**config.mk**
```make
export PLATFORM = sky130hd
export DESIGN_NAME = burst_wr_engine
export DESIGN_NICKNAME = d
export VERILOG_FILES = /design/src/rtl/burst_wr_pkg.sv /design/src/rtl/bw_gap_sched.sv /design/src/rtl/bw_fsm.sv /design/src/rtl/bw_beat_src.sv /design/src/rtl/burst_wr_engine.sv
export SDC_FILE = /design/constraint.sdc
export NUM_CORES = 1
export LEC_CHECK = 0
export ABC_AREA = 1
export BUFFER_PORTS_ARGS = -buffer_cell sky130_fd_sc_hd__buf_2
export CORE_MARGIN = 4
export CORE_UTILIZATION = 40
export DETAILED_ROUTE_END_ITERATION = 10
export GPL_TIMING_DRIVEN = 0
export SLEW_MARGIN = 20
export SYNTH_ARGS = -nofsm -noshare
export SYNTH_HDL_FRONTEND = slang
export SYNTH_SLANG_ARGS = --single-unit
```
**constraint.sdc**
```tcl
create_clock -name clk -period 3.4 [get_ports clk]
set_input_delay 0.68 -clock clk [delete_from_list [all_inputs] [get_ports clk]]
set_output_delay 0.68 -clock clk [all_outputs]
set_load 0.1 [all_outputs]
```
**src/rtl/burst_wr_pkg.sv**
```systemverilog
package burst_wr_pkg;

    typedef enum logic [1:0] {
        ST_IDLE   = 2'd0,
        ST_BEAT   = 2'd1,
        ST_PAUSE  = 2'd2,
        ST_FINISH = 2'd3
    } bw_state_e;

endpackage

```
**src/rtl/bw_gap_sched.sv**
```systemverilog
module bw_gap_sched #(
    parameter int GAP_W = 8
) (
    input  logic             clk,
    input  logic             rst_n,
    input  logic             load,
    input  logic [GAP_W-1:0] pattern,
    input  logic             advance,
    output logic             pause_req
);
    localparam int PTR_W = (GAP_W > 1) ? $clog2(GAP_W) : 1;

    logic [GAP_W-1:0] pat_q;
    logic [PTR_W-1:0] ptr_q;

    always_ff @(posedge clk) begin
        if (!rst_n) begin
            pat_q <= '0;
            ptr_q <= '0;
        end else if (load) begin
            pat_q <= pattern;
            ptr_q <= '0;
        end else if (advance) begin
            if (ptr_q == PTR_W'(GAP_W - 1)) begin
                ptr_q <= '0;
            end else begin
                ptr_q <= ptr_q + PTR_W'(1);
            end
        end
    end

    always_comb begin
        pause_req = pat_q[ptr_q];
    end


    ptr_range_chk: assert property (@(posedge clk) disable iff (!rst_n)
        32'(ptr_q) < GAP_W);

endmodule

```
**src/rtl/bw_fsm.sv**
```systemverilog
module bw_fsm
    import burst_wr_pkg::*;
#(
    parameter int CNT_W = 8
) (
    input  logic             clk,
    input  logic             rst_n,
    input  logic             cmd_valid,
    input  logic [CNT_W-1:0] cmd_len,
    input  logic             waitreq,
    input  logic             pause_req,
    output logic             take_o,
    output logic             acc_o,
    output logic [CNT_W-1:0] beat_idx_o,
    output logic [CNT_W-1:0] len_o,
    output bw_state_e        state_o,
    output logic             write_o,
    output logic             start_o,
    output logic             done_o,
    output logic             ready_o
);
    bw_state_e        state_q, state_d;
    logic [CNT_W-1:0] beat_q, beat_d;
    logic [CNT_W-1:0] len_q;
    logic             start_q;
    logic             take, acc, last;

    always_comb begin
        take = (state_q == ST_IDLE) && cmd_valid && (cmd_len != '0);
        acc  = (state_q == ST_BEAT) && !waitreq;
        last = (beat_q == len_q - CNT_W'(1));
    end

    always_comb begin
        state_d = state_q;
        beat_d  = beat_q;
        unique case (state_q)
            ST_IDLE: begin
                if (take) begin
                    state_d = ST_BEAT;
                    beat_d  = '0;
                end
            end
            ST_BEAT: begin
                if (acc) begin
                    beat_d = beat_q + CNT_W'(1);
                    if (last) begin
                        state_d = ST_FINISH;
                    end else if (pause_req) begin
                        state_d = ST_PAUSE;
                    end
                end
            end
            ST_PAUSE:  state_d = ST_BEAT;
            ST_FINISH: state_d = ST_IDLE;
            default:   state_d = ST_IDLE;
        endcase
    end

    always_ff @(posedge clk) begin
        if (!rst_n) begin
            state_q <= ST_IDLE;
            beat_q  <= '0;
            len_q   <= '0;
            start_q <= 1'b0;
        end else begin
            state_q <= state_d;
            beat_q  <= beat_d;
            start_q <= take;
            if (take) begin
                len_q <= cmd_len;
            end
        end
    end

    always_comb begin
        take_o     = take;
        acc_o      = acc;
        beat_idx_o = beat_q;
        len_o      = len_q;
        state_o    = state_q;
        write_o    = (state_q == ST_BEAT);
        start_o    = start_q;
        done_o     = (state_q == ST_FINISH);
        ready_o    = (state_q == ST_IDLE);
    end


    start_chk: assert property (@(posedge clk) disable iff (!rst_n)
        take |=> (state_q == ST_BEAT) && start_q);

    beat_bound_chk: assert property (@(posedge clk) disable iff (!rst_n)
        (state_q == ST_BEAT) |-> (beat_q < len_q));

    pause_len_chk: assert property (@(posedge clk) disable iff (!rst_n)
        (state_q == ST_PAUSE) |=> (state_q == ST_BEAT));

    done_pulse_chk: assert property (@(posedge clk) disable iff (!rst_n)
        (state_q == ST_FINISH) |=> (state_q == ST_IDLE));

endmodule

```
**src/rtl/bw_beat_src.sv**
```systemverilog
module bw_beat_src #(
    parameter int DATA_W    = 32,
    parameter int CNT_W     = 8,
    parameter int BUF_DEPTH = 8
) (
    input  logic                         clk,
    input  logic                         rst_n,
    input  logic                         load,
    input  logic                         cmd_src,
    input  logic [DATA_W-1:0]            cmd_seed,
    input  logic [DATA_W/8-1:0]          cmd_be_first,
    input  logic [DATA_W/8-1:0]          cmd_be_last,
    input  logic                         buf_wr_en,
    input  logic [$clog2(BUF_DEPTH)-1:0] buf_wr_idx,
    input  logic [DATA_W-1:0]            buf_wr_data,
    input  logic [CNT_W-1:0]             beat_idx,
    input  logic [CNT_W-1:0]             len,
    input  logic                         active,
    output logic [DATA_W-1:0]            data_o,
    output logic [DATA_W/8-1:0]          be_o
);
    localparam int BE_W  = DATA_W / 8;
    localparam int IDX_W = $clog2(BUF_DEPTH);

    logic [DATA_W-1:0] mem [BUF_DEPTH];
    logic              src_q;
    logic [DATA_W-1:0] seed_q;
    logic [BE_W-1:0]   bef_q, bel_q;
    logic [CNT_W-1:0]  rd_full;
    logic [IDX_W-1:0]  rd_idx;
    logic [DATA_W-1:0] raw;
    logic              is_first, is_last;

    always_ff @(posedge clk) begin
        if (!rst_n) begin
            for (int i = 0; i < BUF_DEPTH; i++) begin
                mem[i] <= '0;
            end
        end else if (buf_wr_en) begin
            mem[buf_wr_idx] <= buf_wr_data;
        end
    end

    always_ff @(posedge clk) begin
        if (!rst_n) begin
            src_q  <= 1'b0;
            seed_q <= '0;
            bef_q  <= '0;
            bel_q  <= '0;
        end else if (load) begin
            src_q  <= cmd_src;
            seed_q <= cmd_seed;
            bef_q  <= cmd_be_first;
            bel_q  <= cmd_be_last;
        end
    end

    always_comb begin
        rd_full  = beat_idx % CNT_W'(BUF_DEPTH);
        rd_idx   = rd_full[IDX_W-1:0];
        raw      = src_q ? mem[rd_idx] : (seed_q + DATA_W'(beat_idx));
        is_first = (beat_idx == '0);
        is_last  = (beat_idx == len - CNT_W'(1));
        data_o   = active ? raw : '0;
        if (!active) begin
            be_o = '0;
        end else if (is_first && is_last) begin
            be_o = bef_q & bel_q;
        end else if (is_first) begin
            be_o = bef_q;
        end else if (is_last) begin
            be_o = bel_q;
        end else begin
            be_o = '1;
        end
    end

endmodule

```
**src/rtl/burst_wr_engine.sv**
```systemverilog
module burst_wr_engine
    import burst_wr_pkg::*;
#(
    parameter int ADDR_W    = 32,
    parameter int DATA_W    = 32,
    parameter int CNT_W     = 8,
    parameter int GAP_W     = 8,
    parameter int BUF_DEPTH = 8,
    parameter bit HOLD_CMD  = 1'b1
) (
    input  logic                         clk,
    input  logic                         rst_n,
    input  logic                         cmd_valid,
    output logic                         cmd_ready,
    input  logic [ADDR_W-1:0]            cmd_addr,
    input  logic [CNT_W-1:0]             cmd_len,
    input  logic                         cmd_src,
    input  logic [DATA_W-1:0]            cmd_seed,
    input  logic [GAP_W-1:0]             cmd_gap,
    input  logic [DATA_W/8-1:0]          cmd_be_first,
    input  logic [DATA_W/8-1:0]          cmd_be_last,
    input  logic                         buf_wr_en,
    input  logic [$clog2(BUF_DEPTH)-1:0] buf_wr_idx,
    input  logic [DATA_W-1:0]            buf_wr_data,
    output logic [ADDR_W-1:0]            mm_addr,
    output logic [CNT_W-1:0]             mm_bcount,
    output logic                         mm_write,
    output logic [DATA_W-1:0]            mm_wdata,
    output logic [DATA_W/8-1:0]          mm_be,
    output logic                         mm_burst_start,
    input  logic                         mm_waitreq,
    output logic                         burst_done
);
    logic             take, acc, pause_req;
    logic [CNT_W-1:0] beat_idx, len_q;
    bw_state_e        state;
    logic [ADDR_W-1:0] addr_q;
    logic             in_burst, show_cmd;

    bw_fsm #(.CNT_W(CNT_W)) fsm_i (
        .clk        (clk),
        .rst_n      (rst_n),
        .cmd_valid  (cmd_valid),
        .cmd_len    (cmd_len),
        .waitreq    (mm_waitreq),
        .pause_req  (pause_req),
        .take_o     (take),
        .acc_o      (acc),
        .beat_idx_o (beat_idx),
        .len_o      (len_q),
        .state_o    (state),
        .write_o    (mm_write),
        .start_o    (mm_burst_start),
        .done_o     (burst_done),
        .ready_o    (cmd_ready)
    );

    bw_gap_sched #(.GAP_W(GAP_W)) gap_i (
        .clk       (clk),
        .rst_n     (rst_n),
        .load      (take),
        .pattern   (cmd_gap),
        .advance   (acc),
        .pause_req (pause_req)
    );

    bw_beat_src #(.DATA_W(DATA_W), .CNT_W(CNT_W), .BUF_DEPTH(BUF_DEPTH)) src_i (
        .clk          (clk),
        .rst_n        (rst_n),
        .load         (take),
        .cmd_src      (cmd_src),
        .cmd_seed     (cmd_seed),
        .cmd_be_first (cmd_be_first),
        .cmd_be_last  (cmd_be_last),
        .buf_wr_en    (buf_wr_en),
        .buf_wr_idx   (buf_wr_idx),
        .buf_wr_data  (buf_wr_data),
        .beat_idx     (beat_idx),
        .len          (len_q),
        .active       (mm_write),
        .data_o       (mm_wdata),
        .be_o         (mm_be)
    );

    always_ff @(posedge clk) begin
        if (!rst_n) begin
            addr_q <= '0;
        end else if (take) begin
            addr_q <= cmd_addr;
        end
    end

    always_comb begin
        in_burst = (state == ST_BEAT) || (state == ST_PAUSE);
    end

    generate
        if (HOLD_CMD) begin : g_hold
            always_comb show_cmd = in_burst;
        end else begin : g_first
            always_comb show_cmd = (state == ST_BEAT) && (beat_idx == '0);
        end
    endgenerate

    always_comb begin
        mm_addr   = show_cmd ? addr_q : '0;
        mm_bcount = show_cmd ? len_q  : '0;
    end


    stall_hold_chk: assert property (@(posedge clk) disable iff (!rst_n)
        (mm_write && mm_waitreq) |=> (mm_write && $stable(mm_wdata) && $stable(mm_be)
                                      && $stable(mm_addr) && $stable(mm_bcount)));

    start_once_chk: assert property (@(posedge clk) disable iff (!rst_n)
        mm_burst_start |=> !mm_burst_start);

    start_write_chk: assert property (@(posedge clk) disable iff (!rst_n)
        mm_burst_start |-> mm_write);

    done_ready_chk: assert property (@(posedge clk) disable iff (!rst_n)
        burst_done |=> (!burst_done && cmd_ready));

    idle_quiet_chk: assert property (@(posedge clk) disable iff (!rst_n)
        cmd_ready |-> (!mm_write && !mm_burst_start && !burst_done && mm_addr == '0));

endmodule

```
Word level (Yosys, flattened, before mapping) --
Memory sizes are Yosys's and may differ from the RTL's. A register that Yosys moved wholly into a read port is not among the register bits. Index checks and enable logic that the tools add are counted. W data, S select, Z words.
Cells by class: shift operators 0, reductions and logical operators 14, multiplexer cells 28, $add $sub $neg 4, eq/ne operators 8, bitwise operators 2, multiply operators 0, divide/modulo/power cells 0, $lt $le $gt $ge 1
Operator list (number):
- $mux W32 | 4
- $add A32 B8 Y32 | 1
- $reduce_or A32 Y1 | 1
- $mux W8 | 3
- $mux W4 | 4
- $pmux W8 S2 | 1
- $mux W3 | 4
- $add A8 B1 Y8 const B | 1
- $eq A8 B8 Y1 | 1
- $logic_not A8 Y1 | 1
- $mux W2 | 4
- $pmux W2 S4 | 1
- $reduce_bool A8 Y1 | 1
- $sub A8 B1 Y8 const B | 1
- $mux W1 | 6
- $reduce_and A3 Y1 | 2
- $and A4 B4 Y4 | 1
- $eq A2 B2 Y1 const B | 2
- $logic_and A1 B1 Y1 | 4
- $lt A3 B4 Y1 const B | 1
- $add A3 B1 Y3 const B | 1
- $bmux W1 S3 | 1
- $eq A3 B3 Y1 const B | 1
- $ne A3 B3 Y1 const B | 1
- other kinds (9) | 9
Word-level totals: ROM bits 0, word-level logic and storage cells 69, RAM bits 256, output and inout port bits 80, memories kept 1, bits in latches 0, register bits after elaboration 103
Memories:
- src_i.mem | words 8, bits a word 32, read ports 1, clocked after Yosys merged registers in 1, wr ports 8, line bw_beat_src.sv:25 | logic [DATA_W-1:0] mem [BUF_DEPTH];

Longest topological paths before layout --
word-level depth 7, depth in mapped cells 15, gate-level depth less buffers 15

By module --
Synthesis repeated with hierarchy kept, for this count alone.
Unflattened totals: cell total of the unflattened synthesis 2172, area total of the unflattened synthesis 17758.3 um^2
By module, submodules not included:
- bw_beat_src | cells an instance 1698, instances 1, area an instance 14624.0 um^2, seq. area each 8508.2 um^2
- burst_wr_engine | cells an instance 227, instances 1, area an instance 1455.1 um^2, seq. area each 640.6 um^2
- bw_fsm | cells an instance 179, instances 1, area an instance 1188.6 um^2, seq. area each 380.4 um^2
- bw_gap_sched | cells an instance 68, instances 1, area an instance 490.5 um^2, seq. area each 220.2 um^2

Least setup slack after synthesis --
Ideal clock, no wire load.
path kind reg2out, from reg fsm_i.state_q[1], in the netlist fsm_i.state_o[1], to out mm_wdata[6], stages on the path, launching flop included 7, setup slack -1343 ps, arrival 4063 ps, buffers on the path 2, required time 2720 ps, path through dfxtp_1 > inv_1 > ha_1 > buf_2 > inv_1 > clkbuf_1 > a211oi_1
On the way: longest elaborated chain between the ends 2
Ends and longest elaborated chain:
- start: declaration | line bw_fsm.sv:22 | bw_state_e state_q, state_d;
- start signal: assignment | line bw_fsm.sv:67 | state_q <= state_d;
- $eq A2 B1 Y1 | line bw_fsm.sv:82 | write_o = (state_q == ST_BEAT);
- via mm_write | line burst_wr_engine.sv:27 | output logic mm_write,
- $mux W32 | line bw_beat_src.sv:64 | data_o = active ? raw : '0;
- end: declaration | line burst_wr_engine.sv:28 | output logic [DATA_W-1:0] mm_wdata,
The timed path passes the listed nets, and every way through them passes these cells.

Final worst setup path --
from reg src_i.seed_q[0], to out mm_wdata[26]
On the way: longest elaborated chain between the ends 3
Ends and longest elaborated chain:
- start: declaration | line bw_beat_src.sv:27 | logic [DATA_W-1:0] seed_q;
- start signal: assignment | line bw_beat_src.sv:52 | seed_q <= cmd_seed;
- $add A32 B8 Y32 | line bw_beat_src.sv:61 | raw = src_q ? mem[rd_idx] : (seed_q + DATA_W'(beat_idx));
- $mux W32 | line bw_beat_src.sv:61
- $mux W32 | line bw_beat_src.sv:64
Every way passes these cells.

==> results.txt <==
- In the routed layout, each cell is associated on average with a via count of between 5 and 6.
* Combined global-route utilization of all metal layers: 0.253
- Ranked by total cell area, the synthesized netlist is headed by sky130_fd_sc_hd__edfxtp_1 (45%), sky130_fd_sc_hd__dfxtp_1 (12%), sky130_fd_sc_hd__nand2_1 (10%), sky130_fd_sc_hd__nor2_1 (7.1%), sky130_fd_sc_hd__a21oi_1 (4.5%).
- Setup repair after global routing could not meet its margin everywhere.
- WS Path Type: reg -> out
- Placeable Area: roughly 42,000 sq um
* Critical path fanouts, max: 7
- Die W: 215 microns
- Post-synth top area cell: sky130_fd_sc_hd__edfxtp_1
* Power dissipated by switching net loads: approximately 0.0055 W
- The die covers 46,400 sq um.
- The clock period could shrink to about 3.4 ns.
- The worst setup path is captured at a primary output.
- STA classifies the critical path startpoint as a flop.
- The clock drives between 300 and 400 sinks.
- For this run, design rule violations remaining after detail routing come to 0.
- IR analysis of the VDD net gives a maximum drop of around 320 uV.
- Average cell area after synthesis: between 8 and 9 sq um
- Antenna viol nets, final: 0
- Most common cell after layout, fill and taps aside: sky130_fd_sc_hd__nand2_1
- Max-Cap Viols: 0
* Launch point of the critical path: src_i.seed_q[0]
- Final Util: 0.502
- Total number of vias: 15,383
* Leakage Power: 9.18 nW
* Fin. max-slew vios: 0
* Final Cycle Share: 1.00
- In this run the number of H-tree levels came out at 2.
* F_max: between 200 and 300 MHz
* Clock buffers created by TritonCTS: 42
- At the placement stage, the worst setup path has a slack of -0.119 ns.
- Summing every instance area after synthesis gives around 17,000 sq um.
* Transition at the pin with the smallest max-transition slack: slightly above 0.8 ns
- Type of the most critical hold path: in -> reg
- Register share of total power: 0.386
* Via count of the first global-routing pass: roughly 15,000
* Startpoint of the tightest hold check path: cmd_seed[16]
* Pwr dens: about 660 nW/um^2
* Number of synthesized flops with an enable pin: 256
- Maximum number of pins on one net before global-route repair: 22
* TritonCTS clock tree: done
- Final number of hold-violating endpoints: 0
* Share of synthesized flip-flops with an asynchronous set or reset: 0
- Final setup viols: 0
- For this run, the number of standard cells in the final layout without fillers is around 2,800.
- First-pass GRT wire length: ~90 mm
- The number of antenna violations at the first check in global routing is 3.
- Number of nets in the final layout: ~2,400
* Yosys reg bits: approximately 360
* Root Buffer: sky130_fd_sc_hd__clkbuf_16
- Among all flip-flop cells after synthesis, the most frequent one is sky130_fd_sc_hd__edfxtp_1.
* Outcome: completed
- Placed insts: roughly 2,700
- Internal power comes to approximately 0.0086 W.
- After detailed routing, the average wire length per cell comes to 21.6 microns.
* Number of hold buffers added after CTS: 0
* Number of DRC violations after detailed-routing iteration 0: ~1,900
- Share of post-route cells with drive strength above 1: 0.199
* Std cell rows: 75
- Clock group share of total power: 0.296
- Ys Warns: 0
- Final routed wirelength across all metal layers: 60.6 mm
* Maximum clock skew at final layout: around 0.021 ns
- Reg-to-reg critical path startpoint: fsm_i.state_o[0]
* CP Data Arrival Time: 2.72 ns
- Number of distinct library cell variants in the gate-level netlist after synthesis: 45
- After clock tree synthesis, the clock-pin slew on the worst setup and hold paths is ~0.06 ns.
- From bottom edge to top edge, the die measures about 220 microns.
- Final worst-path setup slack: 0.000110 ns
* Area grow syn2layout: 23.4%
- Leading cell types in the layout, fill and taps excluded: sky130_fd_sc_hd__nand2_1 (449), sky130_fd_sc_hd__nor2_1 (318), sky130_fd_sc_hd__edfxtp_1 (256)
- The longest clock path from root to sink contains 3 buffers.
- Final-layout worst hold slack: 0.304 ns
* Clk_lat worst skew: ~0.57 ns
* Num ports: about 210
- Rel. slew slack: 0.457
- Fraction of the yosys area taken by sequential cells: 0.571
* Net switching fraction of the power: 0.390
- Fraction of post-synthesis cell area in the top cell type by area: 0.447
* Placer congestion estimate: approximately 0.91
* Dpl hpwl: approximately 42 mm
- Global routing finished with a remaining overflow of 0.
- CP required: around 2.7 ns
* Number of search-and-repair iterations in the first detailed-routing pass: 7
- Number of I/O port buffers: ~210
- Synthesis produced a netlist with a net count of 2,113.
* Cells after synthesis: 1,967
- Starting density of the core: 0.407
- The share of total power dissipated in combinational logic is 0.318.
cells in the mapped netlist, types with 16 or more instances:
cell type                  count
sky130_fd_sc_hd__a21oi_1     156
sky130_fd_sc_hd__a221o_1      22
sky130_fd_sc_hd__a221oi_1     23
sky130_fd_sc_hd__buf_2        42
sky130_fd_sc_hd__clkbuf_1     62
sky130_fd_sc_hd__dfxtp_1     106
sky130_fd_sc_hd__edfxtp_1    256
sky130_fd_sc_hd__ha_1         16
sky130_fd_sc_hd__inv_1       168
sky130_fd_sc_hd__nand2_1     465
sky130_fd_sc_hd__nand3_1     125
sky130_fd_sc_hd__nand4_1      16
sky130_fd_sc_hd__nor2_1      325
sky130_fd_sc_hd__o21ai_0      80
sky130_fd_sc_hd__xor2_1       17
critical path, stage by stage (launching register included):
cell and delay [ns]:
sky130_fd_sc_hd__dfxtp_4 0.37, sky130_fd_sc_hd__ha_4 0.14, sky130_fd_sc_hd__inv_2 0.04, sky130_fd_sc_hd__fa_2 0.34, sky130_fd_sc_hd__inv_2 0.07, sky130_fd_sc_hd__nand3_2 0.07
sky130_fd_sc_hd__nand2_4 0.09, sky130_fd_sc_hd__a21oi_4 0.07, sky130_fd_sc_hd__o21ai_4 0.17, sky130_fd_sc_hd__buf_12 0.15, sky130_fd_sc_hd__buf_4 0.11, sky130_fd_sc_hd__nand3_1 0.06
sky130_fd_sc_hd__nand2_1 0.07, sky130_fd_sc_hd__a21oi_1 0.06, sky130_fd_sc_hd__nor2_2 0.16, sky130_fd_sc_hd__buf_12 0.19
worst paths after layout:
check / to / slack, ns / cells past startpoint
setup reg to reg: src_i.bef_q[3] / 1.19 / 8
hold reg to reg: src_i.bel_q[3] / 0.47 / 2
hold / removal: src_i.seed_q[16] / 0.30 / 3
setup / recovery: mm_wdata[26] / 0.0001 / 15
area by class of cell:
| type | instances | area (sq um) |
|---|---|---|
| Multi-Input combinational cell | 1316 | 6530 |
| Sequential cell | 362 | 9830 |
| Tap cell | 539 | 674 |
| Timing Repair Buffer | 230 | 1680 |
| Clock buffer | 58 | 1140 |
| Antenna cell | 2 | 5.00 |
| Inverter | 172 | 646 |
| Fill cell | 4034 | 21000 |
| Clock inverter | 15 | 77.6 |
| Buffer | 114 | 634 |
state kept, by name, indices dropped and copies added (netlist names), 3 cells and up, named ones only:
register,cells
fsm_i.beat_idx_o,8
src_i.mem,256
gap_i.ptr_q,3
addr_q,32
src_i.bel_q,4
gap_i.pat_q,8
src_i.seed_q,32
fsm_i.len_o,8
src_i.bef_q,4
power by group through the flow:
stage	logic (W)	registers [W]	clock network, W
2_1_floorplan	0.00300	0.00542	0
3_3_place_gp	0.00411	0.00548	0
3_5_place_dp	0.00418	0.00548	0
4_1_cts	0.00436	0.00540	0.00421
5_1_grt	0.00475	0.00545	0.00438
6_report	0.00447	0.00541	0.00415
routing by layer:
layer	part of all wire	up-vias	track usage
li1	-	7126	-
met1	0.41	7363	0.335
met2	0.47	774	0.416
met3	0.098	118	0.0558
met4	0.030	2	0.0797
met5	0.00021	-	0
through the flow:
| step | cell area [sq um] | power (W) | TNS, ns |
|---|---|---|---|
| after floorplan | 17300 | 0.00843 | -1.13 |
| after global placement | 19000 | 0.00959 | -128.40 |
| after detailed placement | 19200 | 0.00966 | -0.350 |
| after CTS | 20900 | 0.0140 | -0.334 |
| after global routing | 21200 | 0.0146 | -0.648 |
| final | 21200 | 0.0140 | 0 |
kinds of logic after synthesis:
family	Yosys count	share of synthesized area
buf+inv	289	0.0691
compound gates	317	0.111
xor+xnor	20	0.0102
simple gates	962	0.226
fa+ha+maj	17	0.0128
flops	362	0.571
timing repair:
action | CTS | global route
resized for setup | 139 | 84
gates cloned | 0 | 1
setup buffers | 8 | 5
setup endpoints to repair | 32 | 36
pin swaps | 8 | 16
No activity file was read; power rests on OpenSTA's default activity.
